[src/rtl/usq_pkg.sv]
package usq_pkg;

    typedef enum logic [1:0] {
        MODE_FULL  = 2'b00,
        MODE_HALF  = 2'b01,
        MODE_MICRO = 2'b10,
        MODE_RSVD  = 2'b11
    } step_mode_e;

    // log2 of the grid step, in finest angle units, for a mode
    function automatic int unsigned grid_log2(step_mode_e m, int unsigned ang_w);
        case (m)
            MODE_FULL: return ang_w - 2;
            MODE_HALF: return ang_w - 3;
            default:   return 0;
        endcase
    endfunction

endpackage

[src/rtl/usq_position.sv]
module usq_position
    import usq_pkg::*;
#(
    parameter int unsigned ANG_W = 6
) (
    input  logic             clk,
    input  logic             rst_n,
    input  logic             step_i,
    input  logic             rev_i,
    input  logic [1:0]       mode_i,
    output logic [ANG_W-1:0] angle_o,
    output step_mode_e       mode_o
);

    typedef struct packed {
        logic [ANG_W-1:0] angle;
        step_mode_e       mode;
    } pos_state_t;

    pos_state_t       st_d, st_q;
    step_mode_e       mode_req;
    logic [ANG_W-1:0] grid;
    logic [ANG_W-1:0] half_grid;
    logic [ANG_W-1:0] grid_mask;
    logic [ANG_W-1:0] snapped;

    always_comb begin
        mode_req  = (mode_i == MODE_RSVD) ? MODE_MICRO : step_mode_e'(mode_i);
        grid      = ANG_W'(1) << grid_log2(mode_req, ANG_W);
        half_grid = grid >> 1;
        grid_mask = ~(grid - ANG_W'(1));
        // snapping leaves an on-grid angle untouched, so it is applied every cycle
        snapped   = (st_q.angle + half_grid) & grid_mask;

        st_d.mode  = mode_req;
        st_d.angle = snapped;
        if (step_i) begin
            st_d.angle = rev_i ? (snapped - grid) : (snapped + grid);
        end
    end

    always_ff @(posedge clk or negedge rst_n) begin
        if (!rst_n) begin
            st_q <= '{angle: '0, mode: MODE_FULL};
        end else begin
            st_q <= st_d;
        end
    end

    assign angle_o = st_q.angle;
    assign mode_o  = st_q.mode;

endmodule

[src/rtl/usq_winding.sv]
module usq_winding
    import usq_pkg::*;
#(
    parameter int unsigned LVL_W  = 4,
    parameter int unsigned OFFSET = 0
) (
    input  logic [LVL_W+1:0] angle_i,
    input  step_mode_e       mode_i,
    output logic             ph_o,
    output logic [LVL_W-1:0] lvl_o
);

    localparam int unsigned ANG_W    = LVL_W + 2;
    localparam int unsigned QTR      = 2 ** LVL_W;
    localparam int unsigned HALF_LVL = QTR / 2 - 1;

    logic [ANG_W-1:0] w_d;
    logic [LVL_W:0]   r_d;
    logic [LVL_W:0]   q_d;
    logic             off_d;

    always_comb begin
        w_d   = angle_i - ANG_W'(OFFSET);
        r_d   = w_d[LVL_W:0];
        // distance from the nearest positive or negative axis of this winding
        q_d   = (r_d <= (LVL_W+1)'(QTR)) ? r_d : ((LVL_W+1)'(0) - r_d);
        off_d = (q_d == (LVL_W+1)'(QTR));
        ph_o  = (w_d < ANG_W'(QTR)) || (w_d > ANG_W'(3 * QTR));

        if (off_d) begin
            lvl_o = '1;
        end else begin
            case (mode_i)
                MODE_FULL: lvl_o = '0;
                MODE_HALF: lvl_o = (q_d == '0) ? '0 : LVL_W'(HALF_LVL);
                default:   lvl_o = q_d[LVL_W-1:0];
            endcase
        end
    end

endmodule

[src/rtl/microstep_seq.sv]
module microstep_seq
    import usq_pkg::*;
#(
    parameter int unsigned LVL_W = 4
) (
    input  logic             clk,
    input  logic             rst_n,
    input  logic             step_i,
    input  logic             rev_i,
    input  logic [1:0]       mode_i,
    output logic             ph1_o,
    output logic             ph2_o,
    output logic [LVL_W-1:0] lvl1_o,
    output logic [LVL_W-1:0] lvl2_o,
    output logic [LVL_W+1:0] pos_o
);

    localparam int unsigned ANG_W = LVL_W + 2;
    localparam int unsigned QTR   = 2 ** LVL_W;
    localparam int unsigned N_WND = 2;

    logic [ANG_W-1:0] angle_q;
    step_mode_e       mode_q;
    logic             ph_w  [N_WND];
    logic [LVL_W-1:0] lvl_w [N_WND];

    usq_position #(.ANG_W(ANG_W)) u_pos (
        .clk     (clk),
        .rst_n   (rst_n),
        .step_i  (step_i),
        .rev_i   (rev_i),
        .mode_i  (mode_i),
        .angle_o (angle_q),
        .mode_o  (mode_q)
    );

    for (genvar g = 0; g < N_WND; g++) begin : g_wnd
        usq_winding #(.LVL_W(LVL_W), .OFFSET(g * QTR)) u_wnd (
            .angle_i (angle_q),
            .mode_i  (mode_q),
            .ph_o    (ph_w[g]),
            .lvl_o   (lvl_w[g])
        );
    end

    assign ph1_o  = ph_w[0];
    assign ph2_o  = ph_w[1];
    assign lvl1_o = lvl_w[0];
    assign lvl2_o = lvl_w[1];
    assign pos_o  = angle_q >> grid_log2(mode_q, ANG_W);

endmodule

[config.mk]
export PLATFORM = sky130hd
export DESIGN_NAME = microstep_seq
export DESIGN_NICKNAME = d
export VERILOG_FILES = /design/src/rtl/usq_pkg.sv /design/src/rtl/usq_position.sv /design/src/rtl/usq_winding.sv /design/src/rtl/microstep_seq.sv
export SDC_FILE = /design/constraint.sdc
export NUM_CORES = 1
export LEC_CHECK = 0
export BUFFER_PORTS_ARGS = -buffer_cell sky130_fd_sc_hd__buf_2
export CORE_MARGIN = 3
export CORE_UTILIZATION = 54
export CTS_CLUSTER_SIZE = 25
export DETAILED_ROUTE_END_ITERATION = 10
export GPL_TIMING_DRIVEN = 0
export PLACE_DENSITY = 0.79
export REMOVE_ABC_BUFFERS = 1
export SLEW_MARGIN = 20
export SYNTH_ARGS = -nofsm -noshare
export SYNTH_HDL_FRONTEND = slang
export SYNTH_SLANG_ARGS = --single-unit
[constraint.sdc]
create_clock -name clk -period 2.6 [get_ports clk]
set_input_delay 0 -clock clk [delete_from_list [all_inputs] [get_ports clk]]
set_output_delay 0 -clock clk [all_outputs]
set_load 0.005 [all_outputs]
* After elaboration in Yosys (flattened, before gate mapping) *
Index checks and enable logic that the tools add are counted.

cells by class
  reduce and logical (&&, ||, !) cells = 6
  shift-type cells = 2
  $add $sub $neg = 7
  bitwise operators = 2
  eq/ne operators = 5
  mux-type cells = 13
  $lt $le $gt $ge = 6

operators with widths
  kind                                                                          count
  6-bit by 32-bit right shift with 6-bit output                                 1
  4-bit one-hot mux with 2 select lines                                         2
  6-bit greater-than comparator, second input constant                          2
  6-bit by 5-bit less-than comparator with 1-bit output, second input constant  2
  6-bit 2-to-1 mux                                                              2
  3-bit one-hot mux with 2 select lines                                         2
  5-bit == test, second input constant                                          2
  5-bit less-or-equal comparator, second input constant                         2
  5-bit zero test                                                               2
  5-bit 2-to-1 mux                                                              2
  1-bit by 5-bit subtractor with 5-bit output, first input constant             2
  4-bit 2-to-1 mux                                                              2
  6-bit by 5-bit adder with 6-bit output                                        1
  6-bit adder                                                                   1
  6-bit bitwise AND                                                             1
  3-bit 2-to-1 mux                                                              2
  6-bit inverter                                                                1
  1-bit by 3-bit left shift with 6-bit output, first input constant             1
  6-bit by 1-bit subtractor with 6-bit output, second input constant            1
  6-bit by 5-bit subtractor with 6-bit output, second input constant            1
  6-bit subtractor                                                              1
  2-bit by 1-bit == test with 1-bit output, second input constant               2
  2-bit zero test                                                               2
  2-bit == test, second input constant                                          1
  2 further kinds                                                               3

storage, ports and cells
  register bits = 8
  bits of input ports = 6
  output and inout bits = 16
  logic and storage cells = 43

* Longest topological paths before layout *
  depth in word-level cells = 11
  depth in mapped cells = 11
  gate-level depth less buffers = 11

* Cells and area by module *
Synthesis repeated with hierarchy kept, for this count alone.

unflattened totals
  cell total of the unflattened synthesis = 143
  area, all modules = 1,148.6 sq um

modules (own cells, without submodules)
  module                        seq. area each (sq um)  cells an instance  area each (sq um)  times used
  usq_position                  200.2                   61                 619.3              1
  usq_winding (g_wnd[1].u_wnd)  0.0                     36                 231.5              1
  usq_winding (g_wnd[0].u_wnd)  0.0                     34                 229.0              1
  microstep_seq                 0.0                     12                 68.8               1

* Least setup slack after synthesis *
OpenSTA, ideal clock, no wires.

  kind = flip-flop to flip-flop
  start point = register u_pos.st_q, in the netlist u_pos.angle_o[3]
  end point = register u_pos.st_q, in the netlist u_pos.angle_o[5]
  cell stages (with the launch flop) = 11
  arrival time = 2.192 ns
  path buffers = 1
  setup time = 0.128 ns
  data required time = 2.472 ns
  period minus slack after synthesis = 2.319 ns
  slack = 0.281 ns
  cells stage by stage = dfrtp_1 > buf_2 > inv_1 > fa_1 > xnor2_1 > ha_1 > a21oi_1 > nand3_1 > o221ai_1 > a21oi_1 > xor2_1

RTL lines
  item                    RTL line            source
  start, declared         usq_position.sv:20  pos_state_t st_d, st_q;
  start signal, assigned  usq_position.sv:44  st_q <= '{angle: '0, mode: MODE_FULL};
  start signal, assigned  usq_position.sv:46  st_q <= st_d;

==> results.sh <==
export IMPL_worstPathArrival_ns=2.55
export IMPL_r2r_cells=9
export IMPL_yosysSeqAreaShare=0.195
export IMPL_finalSetupTns_ns=0
export IMPL_power_density_nw_per_um2=977
export IMPL_die_width_um=49.6
export IMPL_clk_pin_slew_ns=0.06
export IMPL_maxCapViolCount=0
export IMPL_dr_pass1_iters=4
export IMPL_place_congestion=0.889
export IMPL_peakVddDrop_mv=0.565
export IMPL_final_common_cell="buf_2"
export IMPL_cp_data_required_time_ns=2.72
export IMPL_maxSlewViolCount=0
export IMPL_syn_area_sq_um=1030
export IMPL_drtAntennaViolNets=0
export IMPL_synth_cell_types=42
export IMPL_fin_skew_ns=0.00537
export IMPL_io_pins=22
export IMPL_critPathKind="flip-flop to flip-flop"
export IMPL_wl_per_cell_um=13.7
export IMPL_seq_area_sq_um=204
export IMPL_start_util=0.583
export IMPL_drt_initial_drc_count=24
export IMPL_final_period_utilization=0.937
export IMPL_h_tree_depth=1
export IMPL_grt_pass1_wl_um=4200
export IMPL_synth_seq_cells=8
export IMPL_hp_class="input pin to flip-flop"
export IMPL_fill_cells=169
export IMPL_cts_tree="built"
export IMPL_maxSlewHeadroom=0.646
export IMPL_power_uw=1160
export IMPL_startpoint="u_pos.angle_o[3]"
export IMPL_num_vias=1015
export IMPL_die_area_sq_um=2460
export IMPL_viasPerCell=5.67
export IMPL_r2r_slack_ns=0.16
export IMPL_grt_pass1_vias=931
export IMPL_synth_edf_count=0
export IMPL_cp_start_kind="flip-flop"
export IMPL_p_leak_uw=0.000578
export IMPL_min_delay_start="mode_i[0]"
export IMPL_grt_ovfl_total=0
export IMPL_reg2reg_from="u_pos.angle_o[3]"
export IMPL_fin_crit_ns=2.44
export IMPL_numCtsBuffers=3
export IMPL_final_nets=171
export IMPL_wirelength_um=2460
export IMPL_synthArstFlopShare=1.00
export IMPL_synthCells=135
export IMPL_r2r_end="u_pos.angle_o[5]"
export IMPL_dpl_hpwl_um=1890
export IMPL_whs_ns=0.0378
export IMPL_ys_warnings_count=0
export IMPL_drc=0
export IMPL_syn_to_final_growth_pct=15.7
export IMPL_io_buffers=21
export IMPL_synth_area_per_cell_sq_um=7.62
export IMPL_setup_viol=0
export IMPL_final_hold_viol_count=0
export IMPL_final_cell_mix="buf_2, nand2_1, inv_1"
export IMPL_ctsRootBufferMaster="clkbuf_4"
export IMPL_drive_above_1_share=0.227
export IMPL_status="finished, final reports clean"
export IMPL_clkSinkCount=8
export IMPL_worstHoldPathCells=2
export IMPL_max_clock_freq_mhz=411
export IMPL_grt_max_degree=19
export IMPL_core_sq_um=1760
export IMPL_num_rows=15
export IMPL_worst_pin_slew_ns=0.531
export IMPL_cp_end_kind="flip-flop"
export IMPL_antenna_found_initial=0
export IMPL_clk_latency_ns=0.25
export IMPL_hold_end="u_pos.mode_o[0]"
export IMPL_ys_flop_type="dfrtp_1"
export IMPL_cp_max_fo=11
export IMPL_antenna_cells=0
export IMPL_multiInputGateArea_sq_um=751
export IMPL_die_y_um=49.6
export IMPL_grt_use_total=0.218
export IMPL_cts_max_path_buffers=2
[per-layer routing]
metal,global-route usage,wire length [um],vias to the layer above
li1,-,-,503
met1,0.282,1120,475
met2,0.368,1200,33
met3,0.0151,105,4
met4,0.0968,40,0
met5,0,0,-
[timing repair]
action	in CTS	in global routing
hold buffers	2	0
setup endpoints to repair	1	6
endpoints found under the hold margin	9	0
resized for setup	2	3
buffers inserted	0	2
cloned	0	0
[metrics by stage]
step                utilization  instance area (sq um)  worst slack [ns]  std cells
floorplan                     -                    982             0.229        126
finish                    0.674                   1190             0.164        179
CTS                       0.660                   1160            0.0106        177
detailed placement        0.634                   1120           -0.0793        172
global route              0.674                   1190           -0.0174        179
global placement          0.634                   1120           0.00967        172
[worst max-delay path, stage by stage (launching register included)]
cell,delay [ns]
dfrtp_2,0.47
inv_1,0.13
fa_1,0.44
xnor2_1,0.15
ha_1,0.37
a21oi_2,0.21
nand3_1,0.10
o221ai_1,0.17
a21oi_1,0.09
xor2_1,0.17
[logic make-up after synthesis]
group | Yosys count | share of synthesized area
adder cells (fa/ha/maj) | 9 | 0.124
multiplexers | 6 | 0.0620
XOR/XNOR | 9 | 0.0766
buffers and inverters | 20 | 0.0852
flip-flops | 8 | 0.195
AO/OA/AOI/OAI | 29 | 0.192
AND/OR/NAND/NOR | 54 | 0.265
[synth_stat cells, drive strengths merged (3+ instances only)]
| master | count | share of area |
|---|---|---|
| buf | 5 | 0.030 |
| xor2 | 3 | 0.026 |
| inv | 11 | 0.040 |
| xnor2 | 6 | 0.051 |
| ha | 7 | 0.085 |
| dfrtp | 8 | 0.19 |
| nor2 | 10 | 0.037 |
| mux2i | 3 | 0.029 |
| o21ai | 6 | 0.029 |
| nor3 | 3 | 0.015 |
| a21oi | 6 | 0.029 |
| mux2 | 3 | 0.033 |
| nand3 | 3 | 0.015 |
| nor2b | 7 | 0.043 |
| and2 | 5 | 0.030 |
| nand2 | 15 | 0.055 |
| clkbuf | 4 | 0.015 |
| nand2b | 4 | 0.024 |
[area by class of cell]
cell class	count	area share
multi-input combinational	107	0.631
sequential	8	0.171
timing repair buffer	25	0.118
inverter	11	0.0347
tap	25	0.0263
clock buffer	3	0.0189
[state kept, by name, summed over array words and instances, names as in the netlist]
| name | cells |
|---|---|
| u_pos.angle_o | 6 |
| u_pos.mode_o | 2 |
[how the worst max path moves through the flow]
stage                             endpoint  slack [ns]
final                     u_pos.angle_o[5]        0.16
after global routing             lvl1_o[2]       -0.02
after CTS                 u_pos.angle_o[5]        0.01
after detailed placement  u_pos.angle_o[5]       -0.08
after global placement    u_pos.angle_o[5]        0.01
after floorplan           u_pos.angle_o[5]        0.23
[power by group]
| group | leakage (uW) | internal, uW | switching [uW] |
|---|---|---|---|
| clock | 0.0000138 | 52.7 | 40.6 |
| sequential | 0.0000942 | 165 | 104 |
| combinational | 0.000470 | 396 | 404 |
Power figures use the tool's default switching activity.
